`config.mk`:
```
export PLATFORM = sky130hd
export DESIGN_NAME = spim_master
export DESIGN_NICKNAME = d
export VERILOG_FILES = /design/src/rtl/spim_pkg.sv /design/src/rtl/spim_tick.sv /design/src/rtl/spim_seq.sv /design/src/rtl/spim_shreg.sv /design/src/rtl/spim_master.sv
export SDC_FILE = /design/constraint.sdc
export NUM_CORES = 1
export LEC_CHECK = 0
export BUFFER_PORTS_ARGS = -buffer_cell sky130_fd_sc_hd__buf_2
export CORE_UTILIZATION = 49
export DETAILED_ROUTE_END_ITERATION = 7
export PLACE_DENSITY = 0.71
export SETUP_SLACK_MARGIN = 0.15
export SKIP_CTS_REPAIR_TIMING = 1
export SLEW_MARGIN = 20
export SYNTH_ARGS = -nofsm -noshare
export SYNTH_HDL_FRONTEND = slang
export SYNTH_SLANG_ARGS = --single-unit
```
`constraint.sdc`:
```
create_clock -name clk -period 4.7 [get_ports clk]
set_clock_uncertainty 0.1 [all_clocks]
set_input_delay 0.47 -clock clk [delete_from_list [all_inputs] [get_ports clk]]
set_output_delay 0.47 -clock clk [all_outputs]
set_load 0.02 [all_outputs]
```
`src/rtl/spim_pkg.sv`:
```
// Package: shared types of the SPI master.
// Holds the frame phase encoding used by the sequencer and the top level.
package spim_pkg;

    // Frame phases: no frame, lead, bit shifting, trail and idle.
    typedef enum logic [2:0] {
        PH_OFF   = 3'd0,
        PH_LEAD  = 3'd1,
        PH_SHIFT = 3'd2,
        PH_TRAIL = 3'd3,
        PH_IDLE  = 3'd4
    } spim_phase_e;

endpackage

```
`src/rtl/spim_tick.sv`:
```
// Module: spim_tick
// Divides the system clock into serial-clock half-periods. It emits one tick
// every (div+1) cycles while run is high. While run is low, the count is
// cleared, so the first tick after run rises always comes div+1 cycles later.
// Assumes div is stable while run is high.
module spim_tick #(
    parameter int DIV_W = 8
) (
    input  logic             clk,
    input  logic             rst_n,
    input  logic             run,
    input  logic [DIV_W-1:0] div,
    output logic             tick
);

    logic [DIV_W-1:0] cnt;

    assign tick = run && (cnt == div);

    // Half-period counter, held at zero whenever no frame is running.
    always_ff @(posedge clk) begin
        if (!rst_n) begin
            cnt <= '0;
        end else if (!run || tick) begin
            cnt <= '0;
        end else begin
            cnt <= cnt + 1'b1;
        end
    end

endmodule

```
`src/rtl/spim_seq.sv`:
```
// Module: spim_seq
// Frame phase sequencer. It owns chip select and the serial clock level. It
// runs lead, shift, trail and idle phases, and counts sclk edges within an
// element. In continuous mode, an element taken at the end of a trail phase
// gets a single half-period of setup instead of a full lead phase.
// Assumes the configuration is stable while a frame runs, and DATA_W >= 2.
module spim_seq
    import spim_pkg::*;
#(
    parameter int DATA_W = 8,
    parameter int DLY_W  = 4,
    parameter int EW     = 5
) (
    input  logic             clk,
    input  logic             rst_n,
    input  logic             tick,
    input  logic             tx_valid,
    input  logic             cfg_cont,
    input  logic             cfg_cpol,
    input  logic             cfg_par_en,
    input  logic [DLY_W-1:0] cfg_lead,
    input  logic [DLY_W-1:0] cfg_trail,
    input  logic [DLY_W-1:0] cfg_idle,
    output spim_phase_e      phase,
    output logic             tx_ready,
    output logic             load,
    output logic             edge_now,
    output logic [EW-1:0]    edge_idx,
    output logic             last_edge,
    output logic             cs_act,
    output logic             sclk_q
);

    localparam logic [EW-1:0] LAST_PLAIN = EW'(2 * DATA_W - 1);
    localparam logic [EW-1:0] LAST_PAR   = EW'(2 * DATA_W + 1);

    logic [DLY_W-1:0] pcnt;
    logic [DLY_W-1:0] dsel;
    logic [DLY_W-1:0] lim_m1;
    logic             ph_last;
    logic             burst;
    logic [EW-1:0]    last_idx;

    // Select the length of the running phase; zero acts as one half-period.
    always_comb begin
        unique case (phase)
            PH_LEAD:  dsel = burst ? '0 : cfg_lead;
            PH_TRAIL: dsel = cfg_trail;
            PH_IDLE:  dsel = cfg_idle;
            default:  dsel = '0;
        endcase
        lim_m1 = (dsel == '0) ? '0 : dsel - 1'b1;
    end

    assign ph_last   = tick && (pcnt == lim_m1);
    assign last_idx  = cfg_par_en ? LAST_PAR : LAST_PLAIN;
    assign tx_ready  = (phase == PH_OFF) || (phase == PH_TRAIL && ph_last && cfg_cont);
    assign load      = tx_valid && tx_ready;
    assign edge_now  = tick && ((phase == PH_LEAD && ph_last) || phase == PH_SHIFT);
    assign last_edge = edge_now && (edge_idx == last_idx);
    assign edge_idx  = ecnt;

    logic [EW-1:0] ecnt;

    // Phase state, phase counter, edge counter, chip select and sclk level.
    always_ff @(posedge clk) begin
        if (!rst_n) begin
            phase  <= PH_OFF;
            pcnt   <= '0;
            ecnt   <= '0;
            cs_act <= 1'b0;
            sclk_q <= 1'b0;
            burst  <= 1'b0;
        end else begin
            if (edge_now) begin
                sclk_q <= ~sclk_q;
                ecnt   <= ecnt + 1'b1;
            end
            unique case (phase)
                PH_OFF: begin
                    sclk_q <= cfg_cpol;
                    pcnt   <= '0;
                    ecnt   <= '0;
                    if (tx_valid) begin
                        phase  <= PH_LEAD;
                        cs_act <= 1'b1;
                        burst  <= 1'b0;
                    end
                end
                PH_LEAD: begin
                    if (tick) begin
                        if (ph_last) begin
                            phase <= PH_SHIFT;
                            pcnt  <= '0;
                        end else begin
                            pcnt <= pcnt + 1'b1;
                        end
                    end
                end
                PH_SHIFT: begin
                    if (last_edge) begin
                        phase <= PH_TRAIL;
                        pcnt  <= '0;
                    end
                end
                PH_TRAIL: begin
                    if (tick) begin
                        if (ph_last) begin
                            pcnt <= '0;
                            if (load) begin
                                phase <= PH_LEAD;
                                burst <= 1'b1;
                                ecnt  <= '0;
                            end else begin
                                phase  <= PH_IDLE;
                                cs_act <= 1'b0;
                            end
                        end else begin
                            pcnt <= pcnt + 1'b1;
                        end
                    end
                end
                PH_IDLE: begin
                    if (tick) begin
                        if (ph_last) begin
                            phase <= PH_OFF;
                            pcnt  <= '0;
                        end else begin
                            pcnt <= pcnt + 1'b1;
                        end
                    end
                end
                default: phase <= PH_OFF;
            endcase
        end
    end

    // elements are only offered the ready state when no frame runs or in continuous trail
    a_r14_ready_phase: assert property (@(posedge clk) disable iff (!rst_n)
        tx_ready |-> (phase == PH_OFF || (phase == PH_TRAIL && cfg_cont)));

    // chip select is held whenever lead or shift is running
    a_r12_cs_in_frame: assert property (@(posedge clk) disable iff (!rst_n)
        (phase == PH_LEAD || phase == PH_SHIFT) |-> cs_act);

    // the idle phase always runs with chip select released
    a_r10_idle_released: assert property (@(posedge clk) disable iff (!rst_n)
        (phase == PH_IDLE) |-> !cs_act);

    // no clock edge is produced in trail or idle
    a_r2_sclk_quiet: assert property (@(posedge clk) disable iff (!rst_n)
        (phase == PH_TRAIL || phase == PH_IDLE) |=> $stable(sclk_q));

endmodule

```
`src/rtl/spim_shreg.sv`:
```
// Module: spim_shreg
// Transmit and receive shift registers with parity. On load, it arranges the
// element in wire order and appends the parity bit. It shifts SDO and samples
// SDI on the edges chosen by the phase setting. After the last edge, it
// reassembles the received element and checks its parity.
// Assumes edge_idx counts sclk edges of the current element from zero.
module spim_shreg #(
    parameter int DATA_W = 8,
    parameter int EW     = 5
) (
    input  logic              clk,
    input  logic              rst_n,
    input  logic              load,
    input  logic [DATA_W-1:0] tx_data,
    input  logic              edge_now,
    input  logic [EW-1:0]     edge_idx,
    input  logic              last_edge,
    input  logic              cfg_cpha,
    input  logic              cfg_lsb_first,
    input  logic              cfg_par_en,
    input  logic              cfg_par_odd,
    input  logic              sdi,
    output logic              sdo,
    output logic [DATA_W-1:0] rx_data,
    output logic              rx_valid,
    output logic              par_err
);

    localparam int SR_W = DATA_W + 1;

    logic [SR_W-1:0]   txq;
    logic [SR_W-1:0]   rxq;
    logic [SR_W-1:0]   rx_next;
    logic [DATA_W-1:0] raw;
    logic              do_sample;
    logic              do_shift;

    // Mirror the bit order of an element.
    function automatic logic [DATA_W-1:0] flip_bits(input logic [DATA_W-1:0] v);
        logic [DATA_W-1:0] r;
        for (int i = 0; i < DATA_W; i++) begin
            r[i] = v[DATA_W-1-i];
        end
        return r;
    endfunction

    // Edge roles: the phase setting picks which edges sample and which shift.
    always_comb begin
        if (cfg_cpha) begin
            do_sample = edge_now && edge_idx[0];
            do_shift  = edge_now && !edge_idx[0] && (edge_idx != '0);
        end else begin
            do_sample = edge_now && !edge_idx[0];
            do_shift  = edge_now && edge_idx[0] && !last_edge;
        end
        rx_next = do_sample ? {rxq[SR_W-2:0], sdi} : rxq;
        raw     = cfg_par_en ? rx_next[SR_W-1:1] : rx_next[SR_W-2:0];
    end

    assign sdo = txq[SR_W-1];

    // Transmit register: load in wire order with parity, shift toward the top bit.
    always_ff @(posedge clk) begin
        if (!rst_n) begin
            txq <= '0;
        end else if (load) begin
            txq <= {(cfg_lsb_first ? flip_bits(tx_data) : tx_data), (^tx_data) ^ cfg_par_odd};
        end else if (do_shift) begin
            txq <= {txq[SR_W-2:0], 1'b0};
        end
    end

    // Receive register and result: collect samples, publish on the last edge.
    always_ff @(posedge clk) begin
        if (!rst_n) begin
            rxq      <= '0;
            rx_data  <= '0;
            rx_valid <= 1'b0;
            par_err  <= 1'b0;
        end else begin
            rxq      <= rx_next;
            rx_valid <= last_edge;
            par_err  <= last_edge && cfg_par_en && ((^rx_next) != cfg_par_odd);
            if (last_edge) begin
                rx_data <= cfg_lsb_first ? flip_bits(raw) : raw;
            end
        end
    end

    // a received element is flagged for a single cycle only
    a_r7_single_pulse: assert property (@(posedge clk) disable iff (!rst_n)
        rx_valid |=> !rx_valid);

    // a parity error is only reported alongside a received element
    a_r6_err_with_data: assert property (@(posedge clk) disable iff (!rst_n)
        par_err |-> rx_valid);

    // sampling and shifting never share an edge
    a_r3_roles_apart: assert property (@(posedge clk) disable iff (!rst_n)
        !(do_sample && do_shift));

endmodule

```
`src/rtl/spim_master.sv`:
```
// Module: spim_master
// Top level of the SPI master. It ties the half-period divider, the frame
// phase sequencer and the shift/parity datapath together, and maps the
// internal chip-select state onto the configured active level.
// Assumes the configuration is held while a frame is running.
module spim_master
    import spim_pkg::*;
#(
    parameter int DATA_W = 8,
    parameter int DIV_W  = 8,
    parameter int DLY_W  = 4
) (
    input  logic              clk,
    input  logic              rst_n,
    input  logic [DIV_W-1:0]  cfg_div,
    input  logic              cfg_cpol,
    input  logic              cfg_cpha,
    input  logic              cfg_lsb_first,
    input  logic              cfg_par_en,
    input  logic              cfg_par_odd,
    input  logic              cfg_cs_high,
    input  logic              cfg_cont,
    input  logic [DLY_W-1:0]  cfg_lead,
    input  logic [DLY_W-1:0]  cfg_trail,
    input  logic [DLY_W-1:0]  cfg_idle,
    input  logic [DATA_W-1:0] tx_data,
    input  logic              tx_valid,
    output logic              tx_ready,
    output logic [DATA_W-1:0] rx_data,
    output logic              rx_valid,
    output logic              par_err,
    output logic              sclk,
    output logic              sdo,
    input  logic              sdi,
    output logic              cs_o
);

    localparam int EW = $clog2(2 * DATA_W + 2);

    spim_phase_e   phase;
    logic          tick;
    logic          load;
    logic          edge_now;
    logic [EW-1:0] edge_idx;
    logic          last_edge;
    logic          cs_act;
    logic          sclk_q;

    spim_tick #(.DIV_W(DIV_W)) u_tick (
        .clk   (clk),
        .rst_n (rst_n),
        .run   (phase != PH_OFF),
        .div   (cfg_div),
        .tick  (tick)
    );

    spim_seq #(.DATA_W(DATA_W), .DLY_W(DLY_W), .EW(EW)) u_seq (
        .clk        (clk),
        .rst_n      (rst_n),
        .tick       (tick),
        .tx_valid   (tx_valid),
        .cfg_cont   (cfg_cont),
        .cfg_cpol   (cfg_cpol),
        .cfg_par_en (cfg_par_en),
        .cfg_lead   (cfg_lead),
        .cfg_trail  (cfg_trail),
        .cfg_idle   (cfg_idle),
        .phase      (phase),
        .tx_ready   (tx_ready),
        .load       (load),
        .edge_now   (edge_now),
        .edge_idx   (edge_idx),
        .last_edge  (last_edge),
        .cs_act     (cs_act),
        .sclk_q     (sclk_q)
    );

    spim_shreg #(.DATA_W(DATA_W), .EW(EW)) u_shreg (
        .clk           (clk),
        .rst_n         (rst_n),
        .load          (load),
        .tx_data       (tx_data),
        .edge_now      (edge_now),
        .edge_idx      (edge_idx),
        .last_edge     (last_edge),
        .cfg_cpha      (cfg_cpha),
        .cfg_lsb_first (cfg_lsb_first),
        .cfg_par_en    (cfg_par_en),
        .cfg_par_odd   (cfg_par_odd),
        .sdi           (sdi),
        .sdo           (sdo),
        .rx_data       (rx_data),
        .rx_valid      (rx_valid),
        .par_err       (par_err)
    );

    assign sclk = sclk_q;
    assign cs_o = cfg_cs_high ? cs_act : ~cs_act;

    // in single-transfer mode, a released chip select follows every received element
    a_r11_release_after_element: assert property (@(posedge clk) disable iff (!rst_n)
        (rx_valid && !cfg_cont) |-> !tx_ready);

endmodule

```
# Word-level counts from Yosys, hierarchy flattened
# Index checks and enable logic that the tools add are counted.
# classes
bitwise_logic	4
addsub	4
mux	44
n_eq_ne	19
n_reduce_logical	36
# op_table
op	count
$mux 3	9
$mux 9	3
$mux 5	5
$mux 8	3
$pmux 4 s3	2
$mux 4	5
$ne 2x1->1 const B	8
$pmux 3 s5	1
$logic_and 1x1->1	14
$mux 1	13
$pmux 5 s2	1
$reduce_and 5->1	2
$reduce_xor 9->1	1
$add 8x1->8 const B	1
$eq 8x8->1	1
$reduce_and 8->1	1
$reduce_xor 8->1	1
$eq 3x2->1 const B	2
$ne 2x2->1 const B	3
$reduce_bool 2->1	3
$reduce_bool 3->1	2
$add 5x1->5 const B	1
$eq 5x5->1	1
$reduce_bool 5->1	1
other kinds (16)	23
# word_totals
wordCells	119
regBits	51
out_inout_bits	14

# Depth between registers and ports, before layout
# logic_depth
word_depth	15
mapped_depth	17

# By module
# A second synthesis with hierarchy kept.
# unflattened
hier_cells	384
area_unflattened_um2	3349.5
# by_module_without_submodules
mod	n_inst	area_per_inst_um2	cells_each
spim_shreg	1	1625.3	181
spim_seq	1	1242.4	156
spim_tick	1	466.7	45
spim_master	1	15.0	2

# Worst setup path after synthesis
# No wires, ideal clock.
# synth_timing
path_type	register to register
start	reg u_seq.phase[2]
end	reg u_shreg.rx_data[7]
setup_time_ns	0.070
path_stages_with_launch	18
arrival_ns	3.463
t_required_ns	4.530
path_slack_ns	1.066
synth_period_minus_slack_ns	3.634
path_cell_list	dfxtp_1 > buf_2 > and3b_1 > buf_2 > a222oi_1 > o41ai_1 > o22ai_1 > a21oi_1 > or3_1 > a21oi_1 > ha_1 > mux2i_1 > clkbuf_1 > nand2_1 > o22ai_1 > o21ai_0 > o211ai_1 > a21oi_1
# synth_via
elab_chain_len	14
# synth_rtl
element	line_no	source
from (decl)	spim_seq.sv:24	output spim_phase_e phase,
from (signal assigned)	spim_seq.sv:68	phase <= PH_OFF;
from (signal assigned)	spim_seq.sv:85	phase <= PH_LEAD;
from (signal assigned)	spim_seq.sv:93	phase <= PH_SHIFT;
$eq 3x3->1 (tied with other cells)	spim_seq.sv:46	unique case (phase)
$pmux 4 s3	spim_seq.sv:46	
$sub 4x1->4 or $logic_not 4->1 (tied branches)	spim_seq.sv:52	lim_m1 = (dsel == '0) ? '0 : dsel - 1'b1;
$mux 4	spim_seq.sv:52	
$eq 4x4->1	spim_seq.sv:55	assign ph_last = tick && (pcnt == lim_m1);
$logic_and 1x1->1	spim_seq.sv:55	
$logic_and 1x1->1	spim_seq.sv:59	assign edge_now = tick && ((phase == PH_LEAD && ph_last) || phase == PH_SHIFT);
$logic_or 1x1->1	spim_seq.sv:59	
$logic_and 1x1->1 *	spim_seq.sv:59	
$logic_and 1x1->1, on equally long branches	spim_shreg.sv:53, spim_shreg.sv:50	
$mux 1	spim_shreg.sv:49	if (cfg_cpha) begin
$mux 9	spim_shreg.sv:56	rx_next = do_sample ? {rxq[SR_W-2:0], sdi} : rxq;
$mux 8	spim_shreg.sv:57	raw = cfg_par_en ? rx_next[SR_W-1:1] : rx_next[SR_W-2:0];
$mux 8	spim_shreg.sv:85	rx_data <= cfg_lsb_first ? flip_bits(raw) : raw;
to (signal assigned)	spim_shreg.sv:85	
to (decl)	spim_shreg.sv:24	output logic [DATA_W-1:0] rx_data,
# Every way passes the cells marked *; elsewhere a longest branch is shown, timed or not.
# A chain may end at the register's enable or synchronous reset.

# Worst setup path after layout
# layout_timing
start	reg u_seq.phase[0]
end	reg u_shreg.rx_data[3]
# The elaborated chain is that of the path after synthesis.

==> results_dict.tcl <==
set metrics [dict create \
    outcome "completed" \
    grt_pass1_wl_um 12000 \
    worst-path-max-fanout 14 \
    synthXorXnorAreaFrac 0.0946 \
    post-place-cells 517 \
    grtUsageTotal 0.203 \
    place.gp.congestion 0.912 \
    r2r-end "u_shreg.rx_data[3]$_SDFFE_PN0P_" \
    synth-compound-area-share 0.206 \
    synth.distinct_cells 56 \
    period_minus_slack_ns 4.16 \
    synthArstFlopShare 0 \
    p_int_mw 0.658 \
    power.share.switching 0.259 \
    tritoncts "yes" \
    drv_slew 0 \
    max_clock_freq_ghz 0.240 \
    synth_warnings 0 \
    grt_max_degree 32 \
    fin_total_pwr_mw 0.887 \
    hold_path_class "input pin to register" \
    power_frac_clock 0.348 \
    hpwl_um 5200 \
    grt.overflow.total 0 \
    ctsLongestPathBuffers 2 \
    cp.arrival_ns 4.29 \
    p_seq_frac 0.505 \
    syn2layout_area_growth_pct 13.0 \
    grt_pass1_vias 2777 \
    via_per_inst 5.70 \
    clock_latency_ns 0.31 \
    min_period_over_period 0.886 \
    reg2reg_slack_ns 0.54 \
    power_density_mw_per_mm2 242 \
    synth_top_area_cell "dfxtp_1" \
    syn_inst 405 \
    num_vias 2990 \
    end_kind "register" \
    fillers 596 \
    slew_headroom 0.322 \
    pre_cts_ws_ns 0.536 \
    yosys_most_used_dff "dfxtp_1" \
    avgRoutedWirePerCell_um 13.2 \
    ys_seq_area_frac 0.315 \
    core_area_mm2 0.00635 \
    syn_area_mm2 0.00324 \
    stdcell_area_mm2 0.00366 \
    worstSetupStartpointType "register" \
    setup_viol 0 \
    drive_gt1_frac 0.192 \
    synth-simple-area-share 0.255 \
    rsz0062_at_grt "false" \
    antenna_found_initial 0 \
    final_nets 492 \
    yosysTopAreaCellShare 0.315 \
    numCtsBuffers 5 \
    whs_ns 0.348 \
    diodes 0 \
    ys_seq_elements 51 \
    required_ns 4.83 \
    io_buffers 52 \
    firstDrtPassIters 4 \
    row_count 29 \
    cts.clk_slew.worst_paths_ns 0.10 \
    ioPinCount 53 \
    synth_area_leaders "dfxtp_1 (32%), xnor2_1 (7.6%), a21oi_1 (5.1%), nor2_1 (5.0%), nand2_1 (3.8%)" \
    p_leak_nw 1.41 \
    dieWidth_um 83.3 \
    cts_sinks 51 \
    routed_wl_um 6930 \
    synth_edf_count 0 \
    hold_end "u_shreg.rxq[0]$_SDFF_PN0_" \
    totalNegativeSetupSlack_ns 0 \
    cts_root_buf "clkbuf_8" \
    final_antenna_net_count 0 \
    drv_cap 0 \
    synth_mux_area_frac 0.0657 \
    initial_core_util 0.510 \
    ir_worst_vdd_v 0.000186 \
    hold_viol 0 \
    die_y_um 83.3 \
    synth_adder_area_share 0.0232 \
    htree_num_levels 2 \
    p_sw_mw 0.230 \
    p_comb_frac 0.147 \
    drt_iter0_drc 128 \
    stdcell_count 525 \
    fin_util 0.577 \
    syn_nets 450 \
    tightest_slew_ns 1.02 \
    crit_type "register to register" \
    drc_errors 0 \
    hold_depth 3 \
    synth_top_family_by_area "simple AND/OR/NAND/NOR gates" \
    placed_area_mm2 0.00353 \
    worstHoldStart "sdi" \
    r2r_start "u_seq.phase[0]$_SDFFE_PN0P_" \
    die_area_mm2 0.00694 \
    reg2reg_depth 15 \
    avgSynthCellArea_um2 8.00 \
    worst_slack_ns 0.536 \
]
## worst max-delay path, cell delays in order, from the launching register on
cell and delay, ns:
dfxtp_1 0.59, nor3b_2 0.18, a222oi_1 0.59, o41ai_1 0.18, o22ai_1 0.23, a21oi_1 0.16, or3_1 0.42, a21oi_1 0.22
ha_1 0.22, mux2i_1 0.14, buf_4 0.20, nand2_1 0.21, o22ai_1 0.14, o21ai_0 0.19, o211ai_1 0.14, a21oi_1 0.16
## registers in the layout, indices dropped and copies added (netlist names)
name and count:
u_seq.cs_act 1, u_shreg.rx_valid 1, u_shreg.par_err 1, u_seq.pcnt 4, u_seq.edge_idx 5, u_tick.cnt 8
u_shreg.rxq 9, u_seq.burst 1, u_seq.sclk_q 1, u_seq.phase 3, u_shreg.txq 9, u_shreg.rx_data 8
## synth_stat cells, types with 8 or more instances
cell      instances
a21oi_1          33
o21ai_0          14
o22ai_1           9
inv_1            15
clkbuf_1         13
o211ai_1          8
nor2_1           43
dfxtp_1          51
nor3_1           10
nand3_1          18
nand2b_1          8
and2_1           10
nand2_1          33
xnor2_1          28
mux2i_1          10
a221oi_1          9
## cell type report
cell class / instances / area [um2] / area share
clock buffers: 5 / 68.8 / 0.0188
inverters: 15 / 56.3 / 0.0154
flip-flops and latches: 51 / 1020 / 0.280
multi-input cells: 321 / 2100 / 0.575
clock inverters: 3 / 43.8 / 0.0120
repair buffers: 53 / 268 / 0.0731
well taps: 77 / 96.3 / 0.0263
## placed cells by master, fill, tap and decap left out, drive strengths merged, types with 4 or more instances in the layout
master / instances
xnor2: 28
nand2b: 8
nor3: 10
nor2b: 4
or2: 9
nand2: 33
nor2: 43
mux2i: 10
clkbuf: 5
ha: 6
dfxtp: 51
a221oi: 9
a21oi: 33
nand3: 19
or3: 6
buf: 53
xor2: 7
o211ai: 8
o22ai: 9
and3: 5
mux2: 10
o21ai: 15
and2: 10
inv: 15
## layer usage
layer / GRT usage / share of wire
met3: 0.0308 / 0.034
met1: 0.248 / 0.47
met5: 0 / 0
met2: 0.373 / 0.49
met4: 0.0470 / 0.0081
## how the worst max path moves through the flow
stage	startpoint	to	slack, ns	cells past startpoint
5_1_grt	u_seq.phase[0]$_SDFFE_PN0P_	u_shreg.rx_data[3]$_SDFFE_PN0P_	0.15	15
3_5_place_dp	u_seq.phase[0]$_SDFFE_PN0P_	u_shreg.rx_data[3]$_SDFFE_PN0P_	0.54	14
3_3_place_gp	u_seq.phase[2]$_SDFFE_PN0P_	u_shreg.rx_data[3]$_SDFFE_PN0P_	0.64	14
4_1_cts	u_seq.phase[0]$_SDFFE_PN0P_	u_shreg.rx_data[3]$_SDFFE_PN0P_	0.49	14
6_report	u_seq.phase[0]$_SDFFE_PN0P_	u_shreg.rx_data[3]$_SDFFE_PN0P_	0.54	15
2_1_floorplan	u_seq.phase[2]$_SDFFE_PN0P_	u_shreg.rx_data[7]$_SDFFE_PN0P_	1.07	17
## power by group through the flow
stage                     combinational (mW)  clock (mW)  sequential [mW]
final                                  0.130       0.309            0.448
after CTS                              0.129       0.315            0.448
after global placement                 0.126           0            0.458
after detailed placement               0.129           0            0.458
after global routing                   0.144       0.333            0.450
after floorplan                       0.0885           0            0.457
## kinds of logic (layout without fill, tap and decap cells)
kind of cell    after synthesis  in the layout
xor+xnor                     35             35
simple gates                162            162
buf+inv                      33             76
fa+ha+maj                     6              6
flops                        51             51
mux                          20             20
compound gates               98             98
Note: power is estimated with default switching activity, not from simulation.
